--- config.mk ---
export PLATFORM = sky130hd
export DESIGN_NAME = spi_burst_master
export DESIGN_NICKNAME = d
export VERILOG_FILES = /design/src/rtl/spi_burst_pkg.sv /design/src/rtl/spi_byte_fifo.sv /design/src/rtl/spi_shift_core.sv /design/src/rtl/spi_burst_master.sv
export SDC_FILE = /design/constraint.sdc
export NUM_CORES = 2
export LEC_CHECK = 0
export ABC_AREA = 1
export BUFFER_PORTS_ARGS = -buffer_cell sky130_fd_sc_hd__buf_2
export CORE_MARGIN = 5
export CORE_UTILIZATION = 40
export CTS_CLUSTER_DIAMETER = 120
export DETAILED_ROUTE_END_ITERATION = 6
export PLACE_DENSITY = 0.65
export RECOVER_POWER = 50
export SLEW_MARGIN = 0
export SYNTH_ARGS = -nofsm -noshare
export SYNTH_HDL_FRONTEND = slang
export SYNTH_SLANG_ARGS = --single-unit
export TNS_END_PERCENT = 50
--- constraint.sdc ---
create_clock -name clk -period 9.2 [get_ports clk]
set_input_delay 1.84 -clock clk [delete_from_list [all_inputs] [get_ports clk]]
set_output_delay 1.84 -clock clk [all_outputs]
set_load 0.05 [all_outputs]
--- src/rtl/spi_burst_pkg.sv ---
package spi_burst_pkg;
  // control field positions (software decodes these)
  localparam int CTRL_CPHA    = 0;
  localparam int CTRL_CPOL    = 1;
  localparam int CTRL_CSIDLE  = 2;
  localparam int CTRL_CSSEL   = 4;
  localparam int CTRL_CSMAN   = 6;
  localparam int CTRL_CSLVL   = 7;
  localparam int CTRL_DISCARD = 8;
  localparam int CTRL_LSB     = 12;
  localparam int CTRL_GO      = 31;
  localparam logic [30:0] CTRL_MASK = 31'h0000_11F7;

  localparam int EV_OVF  = 8;
  localparam int EV_DONE = 12;
  localparam logic [31:0] EV_MASK = 32'h0000_1100;

  localparam int NUM_CS = 4;

  localparam logic [2:0] A_CTRL  = 3'd0;
  localparam logic [2:0] A_BURST = 3'd1;
  localparam logic [2:0] A_TXCNT = 3'd2;
  localparam logic [2:0] A_IEN   = 3'd3;
  localparam logic [2:0] A_ISTAT = 3'd4;

  typedef enum logic [1:0] {ST_IDLE, ST_FETCH, ST_RUN} eng_state_e;
endpackage

--- src/rtl/spi_byte_fifo.sv ---
module spi_byte_fifo #(
  parameter int W     = 8,
  parameter int DEPTH = 128   // power of two
) (
  input  logic         clk,
  input  logic         rst_n,
  input  logic         push,
  input  logic [W-1:0] din,
  input  logic         pop,
  output logic [W-1:0] dout,
  output logic         full,
  output logic         empty
);
  localparam int AW = $clog2(DEPTH);

  logic [W-1:0] mem [DEPTH];
  logic [AW-1:0] wr_ptr, rd_ptr;
  logic [AW:0]   count;

  wire push_ok = push && !full;
  wire pop_ok  = pop && !empty;

  assign full  = (count == (AW+1)'(DEPTH));
  assign empty = (count == '0);
  assign dout  = mem[rd_ptr];

  always_ff @(posedge clk) begin
    if (push_ok) mem[wr_ptr] <= din;
  end

  always_ff @(posedge clk or negedge rst_n) begin
    if (!rst_n) begin
      wr_ptr <= '0;
      rd_ptr <= '0;
      count  <= '0;
    end else begin
      if (push_ok) wr_ptr <= wr_ptr + 1'b1;
      if (pop_ok)  rd_ptr <= rd_ptr + 1'b1;
      case ({push_ok, pop_ok})
        2'b10:   count <= count + 1'b1;
        2'b01:   count <= count - 1'b1;
        default: count <= count;
      endcase
    end
  end
endmodule

--- src/rtl/spi_shift_core.sv ---
module spi_shift_core #(
  parameter int BITS = 8
) (
  input  logic            clk,
  input  logic            rst_n,
  input  logic            load,
  input  logic [BITS-1:0] load_byte,
  input  logic            tick,
  input  logic            cpha,
  input  logic            lsb_first,
  input  logic            miso,
  output logic            mosi,
  output logic            phase,
  output logic            byte_done,
  output logic [BITS-1:0] rx_byte
);
  localparam int EDGES = 2 * BITS;
  localparam int EW    = $clog2(EDGES);
  localparam logic [EW-1:0] LAST_EDGE = EW'(EDGES - 1);

  logic [EW-1:0]   edge_q;
  logic            active_q;
  logic [BITS-1:0] tx_sh, rx_sh, rx_next;

  wire step     = active_q && tick;
  wire leading  = !edge_q[0];
  wire sample   = cpha ? !leading : leading;
  wire advance  = cpha ? (leading && edge_q != '0) : (!leading && edge_q != LAST_EDGE);

  always_comb begin
    rx_next = rx_sh;
    if (sample) rx_next = lsb_first ? {miso, rx_sh[BITS-1:1]} : {rx_sh[BITS-2:0], miso};
  end

  assign mosi      = lsb_first ? tx_sh[0] : tx_sh[BITS-1];
  assign byte_done = step && (edge_q == LAST_EDGE);
  assign rx_byte   = rx_next;

  always_ff @(posedge clk or negedge rst_n) begin
    if (!rst_n) begin
      edge_q   <= '0;
      active_q <= 1'b0;
      phase    <= 1'b0;
      tx_sh    <= '0;
      rx_sh    <= '0;
    end else if (load) begin
      tx_sh    <= load_byte;
      edge_q   <= '0;
      active_q <= 1'b1;
      phase    <= 1'b0;
    end else if (step) begin
      edge_q <= edge_q + 1'b1;
      phase  <= ~phase;
      rx_sh  <= rx_next;
      if (advance) tx_sh <= lsb_first ? {1'b0, tx_sh[BITS-1:1]} : {tx_sh[BITS-2:0], 1'b0};
      if (edge_q == LAST_EDGE) active_q <= 1'b0;
    end
  end
endmodule

--- src/rtl/spi_burst_master.sv ---
module spi_burst_master
  import spi_burst_pkg::*;
#(
  parameter int DATA_W     = 8,
  parameter int FIFO_DEPTH = 128,
  parameter int CNT_W      = 24
) (
  input  logic              clk,
  input  logic              rst_n,
  input  logic              reg_wr,
  input  logic [2:0]        reg_addr,
  input  logic [31:0]       reg_wdata,
  output logic [31:0]       reg_rdata,
  input  logic              tx_valid,
  output logic              tx_ready,
  input  logic [DATA_W-1:0] tx_data,
  output logic              rx_valid,
  input  logic              rx_ready,
  output logic [DATA_W-1:0] rx_data,
  input  logic              sclk_tick,
  output logic              sclk,
  output logic              mosi,
  input  logic              miso,
  output logic [NUM_CS-1:0] cs_line,
  output logic              irq
);
  localparam int PADW = 32 - CNT_W;

  logic [30:0]      ctrl_q;
  logic [CNT_W-1:0] burst_q, txcnt_q, burst_left, tx_left;
  logic [31:0]      ien_q, istat_q;
  eng_state_e       state;

  logic              txq_full, txq_empty, txq_pop, rxq_full, rxq_empty, rxq_push;
  logic [DATA_W-1:0] txq_dout, load_byte, rx_byte;
  logic              core_load, core_done, phase;

  wire busy    = (state != ST_IDLE);
  wire cpol    = ctrl_q[CTRL_CPOL];
  wire cs_idle = ctrl_q[CTRL_CSIDLE];
  wire discard = ctrl_q[CTRL_DISCARD];

  wire wr_ctrl = reg_wr && reg_addr == A_CTRL && !busy;
  wire start   = wr_ctrl && reg_wdata[CTRL_GO];

  // fetch stage: real byte, filler, or wait for the queue
  wire need_tx    = (tx_left != '0);
  wire fetch_wait = (state == ST_FETCH) && need_tx && txq_empty;
  assign core_load = (state == ST_FETCH) && !fetch_wait;
  assign txq_pop   = core_load && need_tx;
  assign load_byte = need_tx ? txq_dout : '0;

  wire last_byte = (burst_left == CNT_W'(1));
  wire fin       = (state == ST_RUN) && core_done && last_byte;
  assign rxq_push = core_done && !discard;

  logic [31:0] ev_set, ev_clr;
  always_comb begin
    ev_set = '0;
    ev_set[EV_DONE] = fin || (start && burst_q == '0);
    ev_set[EV_OVF]  = rxq_push && rxq_full;
    ev_clr = (reg_wr && reg_addr == A_ISTAT) ? reg_wdata : '0;
  end

  always_ff @(posedge clk or negedge rst_n) begin
    if (!rst_n) begin
      ctrl_q     <= '0;
      burst_q    <= '0;
      txcnt_q    <= '0;
      ien_q      <= '0;
      istat_q    <= '0;
      state      <= ST_IDLE;
      burst_left <= '0;
      tx_left    <= '0;
    end else begin
      if (wr_ctrl) ctrl_q <= reg_wdata[30:0] & CTRL_MASK;
      if (reg_wr && reg_addr == A_BURST) burst_q <= reg_wdata[CNT_W-1:0];
      if (reg_wr && reg_addr == A_TXCNT) txcnt_q <= reg_wdata[CNT_W-1:0];
      if (reg_wr && reg_addr == A_IEN)   ien_q   <= reg_wdata & EV_MASK;
      istat_q <= ((istat_q & ~ev_clr) | ev_set) & EV_MASK;

      case (state)
        ST_IDLE: if (start && burst_q != '0) begin
          burst_left <= burst_q;
          tx_left    <= txcnt_q;
          state      <= ST_FETCH;
        end
        ST_FETCH: if (core_load) begin
          if (need_tx) tx_left <= tx_left - 1'b1;
          state <= ST_RUN;
        end
        default: if (core_done) begin
          burst_left <= burst_left - 1'b1;
          state      <= last_byte ? ST_IDLE : ST_FETCH;
        end
      endcase
    end
  end

  always_comb begin
    case (reg_addr)
      A_CTRL:  reg_rdata = {busy, ctrl_q};
      A_BURST: reg_rdata = {{PADW{1'b0}}, burst_q};
      A_TXCNT: reg_rdata = {{PADW{1'b0}}, txcnt_q};
      A_IEN:   reg_rdata = ien_q;
      A_ISTAT: reg_rdata = istat_q;
      default: reg_rdata = '0;
    endcase
  end

  assign irq  = |(ien_q & istat_q);
  assign sclk = cpol ^ phase;

  for (genvar i = 0; i < NUM_CS; i++) begin : g_cs
    wire picked = (ctrl_q[CTRL_CSSEL +: 2] == 2'(i));
    assign cs_line[i] = !picked              ? cs_idle :
                        ctrl_q[CTRL_CSMAN]   ? ctrl_q[CTRL_CSLVL] :
                        busy                 ? !cs_idle : cs_idle;
  end

  spi_byte_fifo #(.W(DATA_W), .DEPTH(FIFO_DEPTH)) u_txq (
    .clk(clk), .rst_n(rst_n), .push(tx_valid), .din(tx_data), .pop(txq_pop),
    .dout(txq_dout), .full(txq_full), .empty(txq_empty));
  assign tx_ready = !txq_full;

  spi_byte_fifo #(.W(DATA_W), .DEPTH(FIFO_DEPTH)) u_rxq (
    .clk(clk), .rst_n(rst_n), .push(rxq_push), .din(rx_byte), .pop(rx_ready),
    .dout(rx_data), .full(rxq_full), .empty(rxq_empty));
  assign rx_valid = !rxq_empty;

  spi_shift_core #(.BITS(DATA_W)) u_core (
    .clk(clk), .rst_n(rst_n), .load(core_load), .load_byte(load_byte),
    .tick(sclk_tick), .cpha(ctrl_q[CTRL_CPHA]), .lsb_first(ctrl_q[CTRL_LSB]),
    .miso(miso), .mosi(mosi), .phase(phase), .byte_done(core_done), .rx_byte(rx_byte));
endmodule

==> metrics <==
# hold bufs at CTS=0; Hold WC Path Type=register to register; die area=0.243 mm²; vias post-DR=62,404; Period Utilization, post-route=83.3%; DRC violations left=1; EDFF count, synth=2,048; Cells on Worst Hold Path=2; top post-synthesis cells by area=edfxtp_1, nor2_1, nand2_1, o21ai_0, dfrtp_1; Final min period=7.66 ns; most common cell in the netlist=edfxtp_1; Unique masters post-synth=46; CTS root buf=clkbuf_16; wire per inst=20.8 µm; DR vias/cell=5.42; Top FF cell, synth=edfxtp_1; setup repair after global routing missed its margin=false; final hold violation count=0; RR Startpoint=u_core.edge_q[0]$_DFFE_PN0P_; total gr overflow=0; Seq/Total Area, Yosys=70.5%; IO Pins=99; failing checks=DRC, capacitance limit, slew limit; largest net degree at the start of global routing=193; CTS tree=done; type of origin of the critical path=register; Iteration-0 DRC Markers=7,674; initial antenna violation count=10; Syn Area/Cell=11.2 µm²; f_max=131 MHz; RD Place Congestion=0.920; Data required, critical path=7.36 ns; Fin Setup TNS=0 ns; Pins Over Slew Limit=1,758; Hold Path Sink=tx_left[1]$_DFFE_PN0P_; area grow syn2layout=10.7%; R2R setup slack=3.00 ns; Hold Startpoint=tx_left[1]$_DFFE_PN0P_; Critical Path AT=5.82 ns; Slew @ Worst Pin=4.67 ns; layout cells sized above 1=5.84%; Antenna Violating Nets Remaining=0; Nets=8,354; clock sink count=2,225; Final Skew=0.103 ns; H-Tree Depth=4; Setup Fix Bufs, Post-CTS=0; capturing point of the worst reg2reg path=u_rxq.mem[107][4]$_DFFE_PP_; WS Path Type=register to primary output; Mapped Cells=8,363; final setup vio count=0; max_slew headroom=-214%; Reg clk slew, reported paths=0.06 ns; Starting Density=40.2%; critical path fanouts, max=75; first-pass GRT wire length=362,000 µm; #FFs+latches synth=2,225; Post-DP HPWL=137,000 µm; clock tree buffer depth=3; leakage power=36.7 nW; area of the core=0.233 mm²; Register-to-Register Path Depth=5; Die Width=493 µm; IO Port Bufs=84; Power Dens Cells=310 mW/mm²; Rows=177; Synthesis Warnings=0; final WL=240,000 µm; Post-synth ARST share=7.96%; # fillers=20,954; Synth Cell Area=0.0935 mm²; Yosys top cell by area=edfxtp_1; Resized Gates After CTS=0; Peak VDD IR=0.338 mV; vias in the first global route=59,000; Max-cap violations=31; Clock Latency Late Sink=0.89 ns; total track usage=19.1%; DR pass1 iterations=7; Die Y=493 µm; TritonCTS Buffers=221; CP Capture Type=primary output; Critical Path Start=u_rxq.rd_ptr[1]$_DFFE_PN0P_; status=finished, violations left; synth cell count leaders=edfxtp_1, nor2_1, nand2_1; post-synth top area share=65.8%; Hold WS=0.487 ns
report_power, final:
part	internal, mW	switching (mW)
sequential	12.4	0.435
combinational	2.53	7.77
clock	5.07	3.94
total	20.0	12.1
critical path, cell delays in order, from the launching register on:
cell,delay [ns]
dfrtp_1,1.48
buf_4,0.77
buf_4,0.76
o21ai_0,0.19
o211ai_1,0.23
o211ai_1,0.19
nand2_1,0.14
nand2_1,0.12
a21oi_1,0.25
nor2_1,0.09
nor2_1,0.28
buf_2,0.33
metal layers:
| metal | track usage [%] | up-vias | share of wire, % |
|---|---|---|---|
| li1 | - | 28864 | - |
| met1 | 27.0 | 30609 | 42 |
| met2 | 30.1 | 2517 | 47 |
| met3 | 3.49 | 412 | 8.4 |
| met4 | 5.84 | 2 | 2.8 |
| met5 | 0 | - | 0.0054 |
final cells by class:
class / count / area [µm²] / area share, %
clock inverters: 149 / 1560 / 1.51
inverters: 490 / 1860 / 1.80
flip-flops and latches: 2225 / 65900 / 63.7
clock buffers: 266 / 5770 / 5.58
well taps: 3043 / 3810 / 3.68
diodes: 4 / 10.0 / 0.00967
repair buffers: 173 / 1060 / 1.02
multi-input cells: 5168 / 23500 / 22.7
sequential cells by signal (all words and copies together), names as in the netlist, 4 cells and up:
register / count
burst_left: 24
burst_q: 24
ctrl_q: 9
tx_left: 24
txcnt_q: 24
u_core.edge_q: 4
u_core.rx_sh: 8
u_core.tx_sh: 8
u_rxq.count: 8
u_rxq.mem: 1024
u_rxq.rd_ptr: 7
u_rxq.wr_ptr: 7
u_txq.count: 8
u_txq.mem: 1024
u_txq.rd_ptr: 7
u_txq.wr_ptr: 7
through the flow:
step | util [%] | setup slack [ns] | cell area, µm² | power [mW] | cells
detailed placement | 41.4 | 3.17 | 96400 | 23.1 | 11099
global route | 44.5 | 1.28 | 103000 | 33.7 | 11515
finish | 44.5 | 1.54 | 103000 | 32.1 | 11518
floorplan | - | 2.09 | 93500 | 20.0 | 8369
CTS | 44.6 | 2.21 | 104000 | 32.1 | 11514
global placement | 41.4 | 3.20 | 96400 | 22.9 | 11099
cell families (layout without fill, tap and decap cells):
family | count (synthesis) | in the layout | synth area share (%)
other | 1 | 11 | 0.00401
buffers and inverters | 976 | 1078 | 4.42
multiplexers | 8 | 8 | 0.0857
flip-flops | 2225 | 2225 | 70.5
adder cells (fa/ha/maj) | 25 | 25 | 0.351
XOR/XNOR | 59 | 59 | 0.553
AO/OA/AOI/OAI | 1488 | 1488 | 8.77
AND/OR/NAND/NOR | 3581 | 3581 | 15.3
worst max path at each step:
stage / cells after the start / slack, ns / endpoint
3_5_place_dp: 9 / 3.17 / rx_data[5]
6_report: 11 / 1.54 / rx_data[3]
3_3_place_gp: 9 / 3.20 / rx_data[5]
2_1_floorplan: 5 / 2.09 / u_rxq.mem[0][0]$_DFFE_PP_
4_1_cts: 9 / 2.21 / rx_data[5]
5_1_grt: 11 / 1.28 / rx_data[3]
cells in the final DEF (no fill, tap or decap), types with 4 or more instances in the layout:
master and n:
edfxtp_1 2048, nor2_1 1561, nand2_1 1460, o21ai_0 1003, inv_1 473, nand3_1 472
clkbuf_16 222, dfrtp_1 172, o211ai_1 171, o22ai_1 143, a21oi_1 107, clkbuf_1 77
buf_2 71, buf_4 57, clkinv_1 56, clkinv_2 52, xor2_1 46, nand4_1 34
o221ai_1 25, nor3_1 24, ha_1 23, bufinv_16 20, xnor2_1 13, nor4_1 12
clkinv_16 12, a31oi_1 11, o21ai_1 11, mux2i_1 8, inv_2 7, conb_1 7
clkbuf_8 6, clkinvlp_4 6, buf_12 6, o21ai_4 5, diode_2 4, or2_2 4
dfrtp_4 4
(Power assumes the default switching activity.)
